$ cat src/rtl/dir_pkg.sv
package dir_pkg;
  typedef enum logic [1:0] {
    LS_INV = 2'd0,
    LS_SHR = 2'd1,
    LS_MOD = 2'd2
  } line_st_e;

  typedef enum logic [1:0] {
    F_IDLE  = 2'd0,
    F_CHECK = 2'd1,
    F_WAIT  = 2'd2,
    F_DONE  = 2'd3
  } fsm_e;
endpackage

$ cat src/rtl/dir_rr_arb.sv
module dir_rr_arb #(
  parameter int N  = 6,
  parameter int IW = 3
) (
  input  logic          clk,
  input  logic          rst_n,
  input  logic [N-1:0]  req,
  input  logic          take,
  output logic [IW-1:0] gnt_idx,
  output logic          any
);
  logic [IW-1:0] last_q;

  always_comb begin
    any     = 1'b0;
    gnt_idx = '0;
    for (int off = 1; off <= N; off++) begin
      int cand;
      cand = (int'(last_q) + off) % N;
      if (!any && req[cand]) begin
        any     = 1'b1;
        gnt_idx = IW'(cand);
      end
    end
  end

  always_ff @(posedge clk or negedge rst_n) begin
    if (!rst_n)    last_q <= IW'(N - 1);
    else if (take) last_q <= gnt_idx;
  end
endmodule

$ cat src/rtl/dir_array.sv
module dir_array
  import dir_pkg::*;
#(
  parameter int SETS  = 8,
  parameter int IDX_W = 3,
  parameter int TAG_W = 9,
  parameter int N     = 6
) (
  input  logic             clk,
  input  logic             rst_n,
  input  logic [IDX_W-1:0] rd_idx,
  output logic [TAG_W-1:0] rd_tag,
  output line_st_e         rd_st,
  output logic [N-1:0]     rd_vec,
  input  logic             we,
  input  logic [IDX_W-1:0] wr_idx,
  input  logic [TAG_W-1:0] wr_tag,
  input  line_st_e         wr_st,
  input  logic [N-1:0]     wr_vec
);
  logic [TAG_W-1:0] tag_q [SETS];
  line_st_e         st_q  [SETS];
  logic [N-1:0]     vec_q [SETS];

  for (genvar s = 0; s < SETS; s++) begin : g_set
    logic hit_w;
    assign hit_w = we && (wr_idx == IDX_W'(s));
    always_ff @(posedge clk or negedge rst_n) begin
      if (!rst_n) begin
        tag_q[s] <= '0;
        st_q[s]  <= LS_INV;
        vec_q[s] <= '0;
      end else if (hit_w) begin
        tag_q[s] <= wr_tag;
        st_q[s]  <= wr_st;
        vec_q[s] <= wr_vec;
      end
    end
  end

  assign rd_tag = tag_q[rd_idx];
  assign rd_st  = st_q[rd_idx];
  assign rd_vec = vec_q[rd_idx];
endmodule

$ cat src/rtl/dir_coherence.sv
module dir_coherence
  import dir_pkg::*;
#(
  parameter int NCORE  = 6,
  parameter int ADDR_W = 12,
  parameter int SETS   = 8
) (
  input  logic                    clk,
  input  logic                    rst_n,
  input  logic [NCORE-1:0]        req_valid,
  input  logic [NCORE-1:0]        req_write,
  input  logic [NCORE*ADDR_W-1:0] req_addr,
  output logic [NCORE-1:0]        resp_valid,
  output logic                    resp_excl,
  output logic [NCORE-1:0]        inv_valid,
  output logic                    inv_kind,
  output logic [ADDR_W-1:0]       inv_addr,
  input  logic [NCORE-1:0]        inv_ack
);
  localparam int IDX_W = $clog2(SETS);
  localparam int TAG_W = ADDR_W - IDX_W;
  localparam int CID_W = (NCORE > 1) ? $clog2(NCORE) : 1;

  // reset: asserted asynchronously, released on the clock
  logic [1:0] rs_q;
  logic       rst_l;
  always_ff @(posedge clk or negedge rst_n) begin
    if (!rst_n) rs_q <= 2'b00;
    else        rs_q <= {rs_q[0], 1'b1};
  end
  assign rst_l = rs_q[1];

  fsm_e              fsm_q, fsm_d;
  logic [CID_W-1:0]  cur_q, cur_d;
  logic              wr_q, wr_d;
  logic [ADDR_W-1:0] addr_q, addr_d;
  logic [NCORE-1:0]  pend_q, pend_d;
  logic              kind_q, kind_d;
  logic [ADDR_W-1:0] iaddr_q, iaddr_d;
  logic              evict_q, evict_d;
  logic [NCORE-1:0]  cur_oh;

  logic [CID_W-1:0]  gnt_idx;
  logic              any, take;

  logic [TAG_W-1:0]  e_tag;
  line_st_e          e_st;
  logic [NCORE-1:0]  e_vec;
  logic              tbl_we;
  line_st_e          w_st;
  logic [NCORE-1:0]  w_vec;

  logic              tag_hit;
  line_st_e          h_st;
  logic [NCORE-1:0]  h_vec;

  dir_rr_arb #(.N(NCORE), .IW(CID_W)) u_arb (
    .clk(clk), .rst_n(rst_l), .req(req_valid), .take(take),
    .gnt_idx(gnt_idx), .any(any)
  );

  dir_array #(.SETS(SETS), .IDX_W(IDX_W), .TAG_W(TAG_W), .N(NCORE)) u_tbl (
    .clk(clk), .rst_n(rst_l),
    .rd_idx(addr_q[IDX_W-1:0]), .rd_tag(e_tag), .rd_st(e_st), .rd_vec(e_vec),
    .we(tbl_we), .wr_idx(addr_q[IDX_W-1:0]), .wr_tag(addr_q[ADDR_W-1:IDX_W]),
    .wr_st(w_st), .wr_vec(w_vec)
  );

  assign cur_oh  = NCORE'(1) << cur_q;
  assign tag_hit = (e_st == LS_INV) || (e_tag == addr_q[ADDR_W-1:IDX_W]);
  assign h_st    = tag_hit ? e_st : LS_INV;
  assign h_vec   = (tag_hit && e_st != LS_INV) ? e_vec : '0;

  // next-state logic
  always_comb begin
    fsm_d   = fsm_q;
    cur_d   = cur_q;
    wr_d    = wr_q;
    addr_d  = addr_q;
    pend_d  = pend_q;
    kind_d  = kind_q;
    iaddr_d = iaddr_q;
    evict_d = evict_q;
    take    = 1'b0;
    tbl_we  = 1'b0;
    w_st    = LS_INV;
    w_vec   = '0;
    case (fsm_q)
      F_IDLE: begin
        if (any) begin
          take   = 1'b1;
          cur_d  = gnt_idx;
          wr_d   = req_write[gnt_idx];
          addr_d = req_addr[int'(gnt_idx)*ADDR_W +: ADDR_W];
          fsm_d  = F_CHECK;
        end
      end
      F_CHECK: begin
        iaddr_d = addr_q;
        kind_d  = 1'b0;
        evict_d = 1'b0;
        if (!tag_hit) begin
          pend_d  = e_vec;
          iaddr_d = {e_tag, addr_q[IDX_W-1:0]};
          evict_d = 1'b1;
        end else if (wr_q) begin
          pend_d = h_vec & ~cur_oh;
        end else if (h_st == LS_MOD && h_vec != cur_oh) begin
          pend_d = h_vec;
          kind_d = 1'b1;
        end else begin
          pend_d = '0;
        end
        fsm_d = (pend_d != '0) ? F_WAIT : F_DONE;
      end
      F_WAIT: begin
        pend_d = pend_q & ~inv_ack;
        if (pend_d == '0) begin
          if (evict_q) begin
            tbl_we = 1'b1;
            fsm_d  = F_CHECK;
          end else begin
            fsm_d  = F_DONE;
          end
        end
      end
      F_DONE: begin
        tbl_we = 1'b1;
        if (wr_q) begin
          w_st  = LS_MOD;
          w_vec = cur_oh;
        end else if (h_st == LS_MOD && h_vec == cur_oh) begin
          w_st  = LS_MOD;
          w_vec = h_vec;
        end else begin
          w_st  = LS_SHR;
          w_vec = h_vec | cur_oh;
        end
        fsm_d = F_IDLE;
      end
      default: fsm_d = F_IDLE;
    endcase
  end

  // registers with explicit enables
  logic lat_en, chk_en;
  assign lat_en = take;
  assign chk_en = (fsm_q == F_CHECK);

  always_ff @(posedge clk or negedge rst_l) begin
    if (!rst_l) begin
      fsm_q   <= F_IDLE;
      pend_q  <= '0;
      cur_q   <= '0;
      wr_q    <= 1'b0;
      addr_q  <= '0;
      kind_q  <= 1'b0;
      iaddr_q <= '0;
      evict_q <= 1'b0;
    end else begin
      fsm_q  <= fsm_d;
      pend_q <= pend_d;
      if (lat_en) begin
        cur_q  <= cur_d;
        wr_q   <= wr_d;
        addr_q <= addr_d;
      end
      if (chk_en) begin
        kind_q  <= kind_d;
        iaddr_q <= iaddr_d;
        evict_q <= evict_d;
      end
    end
  end

  assign resp_valid = (fsm_q == F_DONE) ? cur_oh : '0;
  assign resp_excl  = (fsm_q == F_DONE) && wr_q;
  assign inv_valid  = (fsm_q == F_WAIT) ? pend_q : '0;
  assign inv_kind   = kind_q;
  assign inv_addr   = iaddr_q;
endmodule

$ cat config.mk
export PLATFORM = sky130hd
export DESIGN_NAME = dir_coherence
export DESIGN_NICKNAME = d
export VERILOG_FILES = /design/src/rtl/dir_pkg.sv /design/src/rtl/dir_rr_arb.sv /design/src/rtl/dir_array.sv /design/src/rtl/dir_coherence.sv
export SDC_FILE = /design/constraint.sdc
export NUM_CORES = 1
export LEC_CHECK = 0
export ABC_AREA = 1
export BUFFER_PORTS_ARGS = -buffer_cell sky130_fd_sc_hd__buf_2
export CORE_ASPECT_RATIO = 1.75
export CORE_UTILIZATION = 49
export CTS_CLUSTER_DIAMETER = 50
export DETAILED_ROUTE_END_ITERATION = 8
export PLACE_DENSITY_LB_ADDON = 0.15
export SLEW_MARGIN = 40
export SYNTH_ARGS = -nofsm -noshare
export SYNTH_HDL_FRONTEND = slang
export SYNTH_HIERARCHICAL = 1
export SYNTH_SLANG_ARGS = --single-unit
$ cat constraint.sdc
create_clock -name clk -period 13 [get_ports clk]
set_clock_uncertainty 0.15 [all_clocks]
set_input_delay 0.65 -clock clk [delete_from_list [all_inputs] [get_ports clk]]
set_output_delay 0.65 -clock clk [all_outputs]
set_load 0.05 [all_outputs]
==> results of run 1 <==
==> cell families (layout without fill, tap and decap cells) <==
logic type | after synthesis | count (layout)
buffers and inverters | 327 | 421
flip-flops | 179 | 179
AO/OA/AOI/OAI | 275 | 275
other | 1 | 1
AND/OR/NAND/NOR | 787 | 787
multiplexers | 1 | 1
adder cells (fa/ha/maj) | 27 | 27
XOR/XNOR | 6 | 6
==> layer usage <==
metal	wire length [um]	global-route usage
met2	15600	0.511
met5	0	0
met1	12400	0.325
met4	989	0.127
met3	1070	0.0414
==> worst max-delay path, cell delays in order, from the launching register on <==
cell and delay [ns]:
dfrtp_1 0.32, buf_4 0.47, clkinv_1 0.68, buf_4 0.45, nand3_1 0.13, nand2_1 0.05, nand2_1 0.05, nand2_1 0.08
xnor2_1 0.14, nand2_1 0.10, nor2_4 0.22, nand3_4 0.18, nor2_4 0.15, inv_1 0.06, ha_1 0.28, nor2_1 0.11
nand4_1 0.13, inv_1 0.08, nand4_1 0.42, o21ai_0 0.42, inv_1 0.19, o21ai_0 0.21
==> worst max-delay path by stage <==
| stage | startpoint | end | cells past startpoint |
|---|---|---|---|
| floorplan | rs_q[1] | addr_q[0] | 0 |
| CTS | addr_q[1] | u_tbl/vec_q[20] | 22 |
| detailed placement | addr_q[1] | u_tbl/st_q[3] | 20 |
| global route | addr_q[1] | u_tbl/st_q[7] | 21 |
| finish | addr_q[1] | u_tbl/st_q[11] | 21 |
| global placement | addr_q[1] | u_tbl/vec_q[26] | 22 |
==> sequential cells by signal (all words and copies together), names as in the netlist, 2 cells and up <==
signal	flops
u_tbl/st_q	16
fsm_q	2
u_arb/last_q	3
pend_q	6
u_tbl/tag_q	72
u_tbl/vec_q	48
addr_q	12
cur_q	3
rs_q	2
inv_addr	12
==> cell usage after synthesis, drive strengths merged (7+ instances only) <==
cell,instances,area (um^2)
inv,252,946
nand2,555,2120
clkbuf,51,191
o311ai,7,61.3
o22ai,13,81.3
ha,27,338
nand4,7,56.3
nand3,113,616
a21oi,18,105
buf,20,115
o21ai,213,1070
nor2,101,457
o211ai,8,60.1
dfrtp,177,4430
==> area by class of cell <==
type,instances,area (um^2)
fillers,2195,9700
multi-input cells,1097,5260
flip-flops and latches,179,4490
inverters,256,961
repair buffers,134,736
clock buffers,19,443
well taps,296,370
clock inverters,12,121
==> through the flow <==
step / instances / hold slack, ns / worst slack, ns / cell area [um^2]
final: 1993 / 0.0629 / 7.81 / 12400
after global routing: 1993 / 0.0989 / 7.38 / 12400
after floorplan: 1603 / 0.181 / 7.50 / 11000
after global placement: 1960 / 0.192 / 8.02 / 11800
after detailed placement: 1960 / 0.198 / 7.90 / 11800
after CTS: 1992 / 0.213 / 7.87 / 12300
==> results.sh, run 1 <==
export IMPL_ff2ff_setup_slack_ns=7.81
export IMPL_max_cap_viol_count=0
export IMPL_hold_viol_final=0
export IMPL_ys_types=48
export IMPL_synth_xor_area_frac=0.00479
export IMPL_tightest_slew_ns=0.734
export IMPL_layout_drive_gt1_share=0.137
export IMPL_final_cell_mix="nand2_1, inv_1, o21ai_0"
export IMPL_root_buffer="clkbuf_16"
export IMPL_cts_tree="built"
export IMPL_synth_seq_area_share=0.408
export IMPL_crit_fanout=41
export IMPL_timing_rr_start="addr_q[1]"
export IMPL_synthSimpleGateAreaFrac=0.303
export IMPL_r2r_cells=21
export IMPL_final_util=0.561
export IMPL_synth_net_count=1722
export IMPL_n_antenna_cell=0
export IMPL_synth_adder_area_share=0.0308
export IMPL_routed_via_density=5.15
export IMPL_avgSynthCellArea_um2=6.85
export IMPL_drc_errors=0
export IMPL_setup_violations_final=0
export IMPL_status="completed"
export IMPL_numCtsBuffers=17
export IMPL_clock_sinks=179
export IMPL_routedWlPerCell_um=15.1
export IMPL_fin_crit_sh=0.400
export IMPL_grt_pass1_wl_um=49800
export IMPL_synth_edf_count=0
export IMPL_io_buffer_count=117
export IMPL_period_minus_slack_ns=5.19
export IMPL_rows=72
export IMPL_core_um2=22100
export IMPL_antenna_left=0
export IMPL_dieArea_um2=23000
export IMPL_antenna_found_initial=0
export IMPL_place_gp_congestion=0.860
export IMPL_critical_path_class="reg -> reg"
export IMPL_synth_top_flop_cell="dfrtp_1"
export IMPL_die_y_um=200
export IMPL_synth_area_um2=11000
export IMPL_yosys_mux_area_fraction=0.000911
export IMPL_fin_nets=1804
export IMPL_synth_top_family_by_area="simple AND/OR/NAND/NOR gates"
export IMPL_grtUsageTotal=0.282
export IMPL_ios=118
export IMPL_postRouteWirelength_um=30100
export IMPL_dieWidth_um=115
export IMPL_overflow=0
export IMPL_fin_setup_tns_ns=0
export IMPL_min_path_type="reg -> async"
export IMPL_final_common_cell="nand2_1"
export IMPL_r2r_end="u_tbl/st_q[11]"
export IMPL_first_global_vias=9960
export IMPL_postCtsResizedCells=0
export IMPL_endpoint_kind="flip-flop"
export IMPL_arrival_ns=5.40
export IMPL_worstPathRequired_ns=13.20
export IMPL_postCtsSetupBuffers=0
export IMPL_grt_max_degree=75
export IMPL_max_freq_mhz=193
export IMPL_clkTransAtPathRegs_ns=0.07
export IMPL_insertion_delay_ns=0.45
export IMPL_slew_headroom=0.507
export IMPL_ys_warnings_count=6
export IMPL_start_kind="flip-flop"
export IMPL_rsz0062_at_grt="no"
export IMPL_vias=10300
export IMPL_htree_levels=4
export IMPL_area_delta_synth_final_pct=12.7
export IMPL_max_clock_path_buffers=2
export IMPL_synth_compound_area_frac=0.136
export IMPL_ys_async_sr_fraction=1.00
export IMPL_ys_ff_latch=179
export IMPL_start_util=0.498
export IMPL_detail_route_iter0_violations=665
export IMPL_postCtsHoldBufs=1
export IMPL_drtPass1Iterations=7
export IMPL_final_max_slew_violation_count=0
export IMPL_syn_inst=1603
export IMPL_dp_hpwl_um=20400
Power of run 1 is left out: the tool's default activity adds up to more than one toggle a clock period on the data nets, which glitch-free logic cannot reach.
==> run 2, diff against run 1 <==
==> constraint.sdc (replaced) <==
create_clock -name clk -period 4.7 [get_ports clk]
set_clock_uncertainty 0.15 [all_clocks]
set_input_delay 0.235 -clock clk [delete_from_list [all_inputs] [get_ports clk]]
set_output_delay 0.235 -clock clk [all_outputs]
set_load 0.05 [all_outputs]
==> run 2 against run 1 <==
Effect of this change: critical endpoint is now wr_q; non-clock buffer count grew 22; utilization is 1.0 points higher; final cell count rose by 1.2%; register-to-register slack got worse by 7.4 ns; first-iteration DRC count fell by 7.4%; cell area increased by 1.8%; critical path type unchanged; worst setup slack worse by 7.4 ns; sequential cell count is the same; count of clock-buffer cells in the layout increased by 5; critical path depth is the same; global-route usage down 0.27 points.
==> results.sh, run 2 (synthesis gave the netlist of run 1 again) <==
export IMPL_cp_top_family="simple AND/OR/NAND/NOR gates"
export IMPL_dieWidth_um=115
export IMPL_slowest_stage="dfstp_2"
export IMPL_critical_path_most_common_cell="nand2_1"
export IMPL_fillers=2186
export IMPL_stdcell_count=2016
export IMPL_postRouteWirelength_um=30200
export IMPL_cp_cell_sequence="inv_2 > ha_1 > a21oi_2 > inv_1 > ha_1 > nand3b_1 > nand2_1 > nand2_1 > nand2_1 > nand2_1 > nand2_1 > nand3_1 > nand2_1 > nand3_1 > nand2_1 > nand3_1 > nand2_1 > buf_8 > mux2i_1 > dlygate4sd3_1 > o221ai_1"
export IMPL_antenna_found_initial=0
export IMPL_min_delay_start="req_addr[50]"
export IMPL_n_antenna_cell=0
export IMPL_layout_drive_gt1_share=0.143
export IMPL_arrival_ns=4.46
export IMPL_io_buffer_count=117
export IMPL_register_area_um2=4490
export IMPL_rows=72
export IMPL_dpl_cell_count=1971
export IMPL_routedWlPerCell_um=15.0
export IMPL_grt_max_degree=129
export IMPL_routed_via_density=5.13
export IMPL_insertion_delay_ns=0.44
export IMPL_die_y_um=200
export IMPL_setup_violations_final=0
export IMPL_period_minus_slack_ns=4.30
export IMPL_dieArea_um2=23000
export IMPL_final_common_cell="nand2_1"
export IMPL_max_freq_mhz=233
export IMPL_place_gp_congestion=0.898
export IMPL_fin_crit_sh=0.915
export IMPL_largest_register="u_tbl/tag_q"
export IMPL_core_um2=22100
export IMPL_slew_headroom=0.492
export IMPL_cp_slowest_stage_delay_ns=0.65
export IMPL_multi_input_area_um2=5250
export IMPL_clock_sinks=179
export IMPL_holdPathStages=3
export IMPL_min_to="addr_q[2]"
export IMPL_timing_rr_start="u_arb/last_q[2]"
export IMPL_r2r_end="wr_q"
export IMPL_dp_hpwl_um=20900
export IMPL_endpoint_kind="flip-flop"
export IMPL_max_cap_viol_count=0
export IMPL_tightest_slew_ns=0.762
export IMPL_clkTransAtPathRegs_ns=0.07
export IMPL_cts_tree="built"
export IMPL_final_cell_mix="nand2_1, inv_1, o21ai_0"
export IMPL_max_clock_path_buffers=2
export IMPL_grtUsageTotal=0.279
export IMPL_fin_setup_tns_ns=0
export IMPL_path_buf_inv=4
export IMPL_grt_pass1_wl_um=49200
export IMPL_numCtsBuffers=17
export IMPL_final_max_slew_violation_count=0
export IMPL_worstPathRequired_ns=4.86
export IMPL_status="completed"
export IMPL_fin_nets=1827
export IMPL_start_kind="flip-flop"
export IMPL_htree_levels=4
export IMPL_critical_path_class="reg -> reg"
export IMPL_top_regs="u_tbl/tag_q (72), u_tbl/vec_q (48), u_tbl/st_q (16)"
export IMPL_overflow=0
export IMPL_r2r_cells=21
export IMPL_crit_fanout=40
export IMPL_area_delta_synth_final_pct=14.7
export IMPL_antenna_left=0
export IMPL_start_util=0.498
export IMPL_largest_reg_flops=72
export IMPL_first_global_vias=9953
export IMPL_root_buffer="clkbuf_16"
export IMPL_vias=10300
export IMPL_hold_viol_final=0
export IMPL_detail_route_iter0_violations=616
export IMPL_ff2ff_setup_slack_ns=0.40
export IMPL_drtPass1Iterations=5
export IMPL_rsz0062_at_grt="no"
export IMPL_min_path_type="in -> reg"
export IMPL_drc_errors=0
export IMPL_ios=118
-- run 2: changes by cell type in the layout (fill, tap and decap cells not counted), sizes merged --
cell         delta
dlygate4sd3    +11
buf            +11
clkbuf          +5
clkinv          -1
inv             -6
clkinvlp        +2
bufinv          +1
-- run 2: worst min-delay path: stages --
cell      delay [ns]
buf_2           0.10
nor2_1          0.08
o311ai_0        0.14
-- run 2: cell type report --
cell class              count  share of cell area
inverters                 256              0.0766
clock buffers              24              0.0390
flip-flops and latches    179               0.356
well taps                 296              0.0294
repair buffers            156              0.0737
clock inverters             7             0.00775
repair inverters            1            0.000596
multi-input cells        1097               0.417
-- run 2: what timing repair did --
| item | 4_1_cts | 5_1_grt |
|---|---|---|
| hold buffers | 12 | 0 |
| hold endpoints to repair | 9 | 0 |
| gates resized for setup | 0 | 10 |
| setup buffers | 0 | 1 |
| endpoints found under the setup margin | 0 | 12 |
-- run 2: worst max path at each step --
stage	cells after the start	startpoint	slack, ns	endpoint
global route	23	u_arb/last_q[0]	0.005	wr_q
global placement	20	u_arb/last_q[1]	0.27	addr_q[7]
detailed placement	20	u_arb/last_q[1]	0.32	addr_q[7]
floorplan	26	addr_q[0]	1.07	u_tbl/vec_q[19]
finish	21	u_arb/last_q[2]	0.40	wr_q
CTS	22	u_arb/last_q[1]	0.18	wr_q
-- run 2: routing by layer --
layer / global-route usage / wire, um
met4: 0.151 / 1350
met2: 0.494 / 15600
met5: 0 / 0
met3: 0.0411 / 1210
met1: 0.323 / 12100
-- run 2: stage by stage --
| step | worst slack [ns] | hold slack (ns) | util | area, um^2 |
|---|---|---|---|---|
| 6_report | 0.401 | 0.0229 | 0.571 | 12600 |
| 5_1_grt | 0.00515 | 0.0435 | 0.571 | 12600 |
| 2_1_floorplan | 1.07 | -0.211 | - | 11000 |
| 3_3_place_gp | 0.269 | -0.128 | 0.537 | 11800 |
| 4_1_cts | 0.176 | 0.00170 | 0.569 | 12600 |
| 3_5_place_dp | 0.315 | -0.126 | 0.537 | 11800 |
Power of run 2 is left out for the same reason.
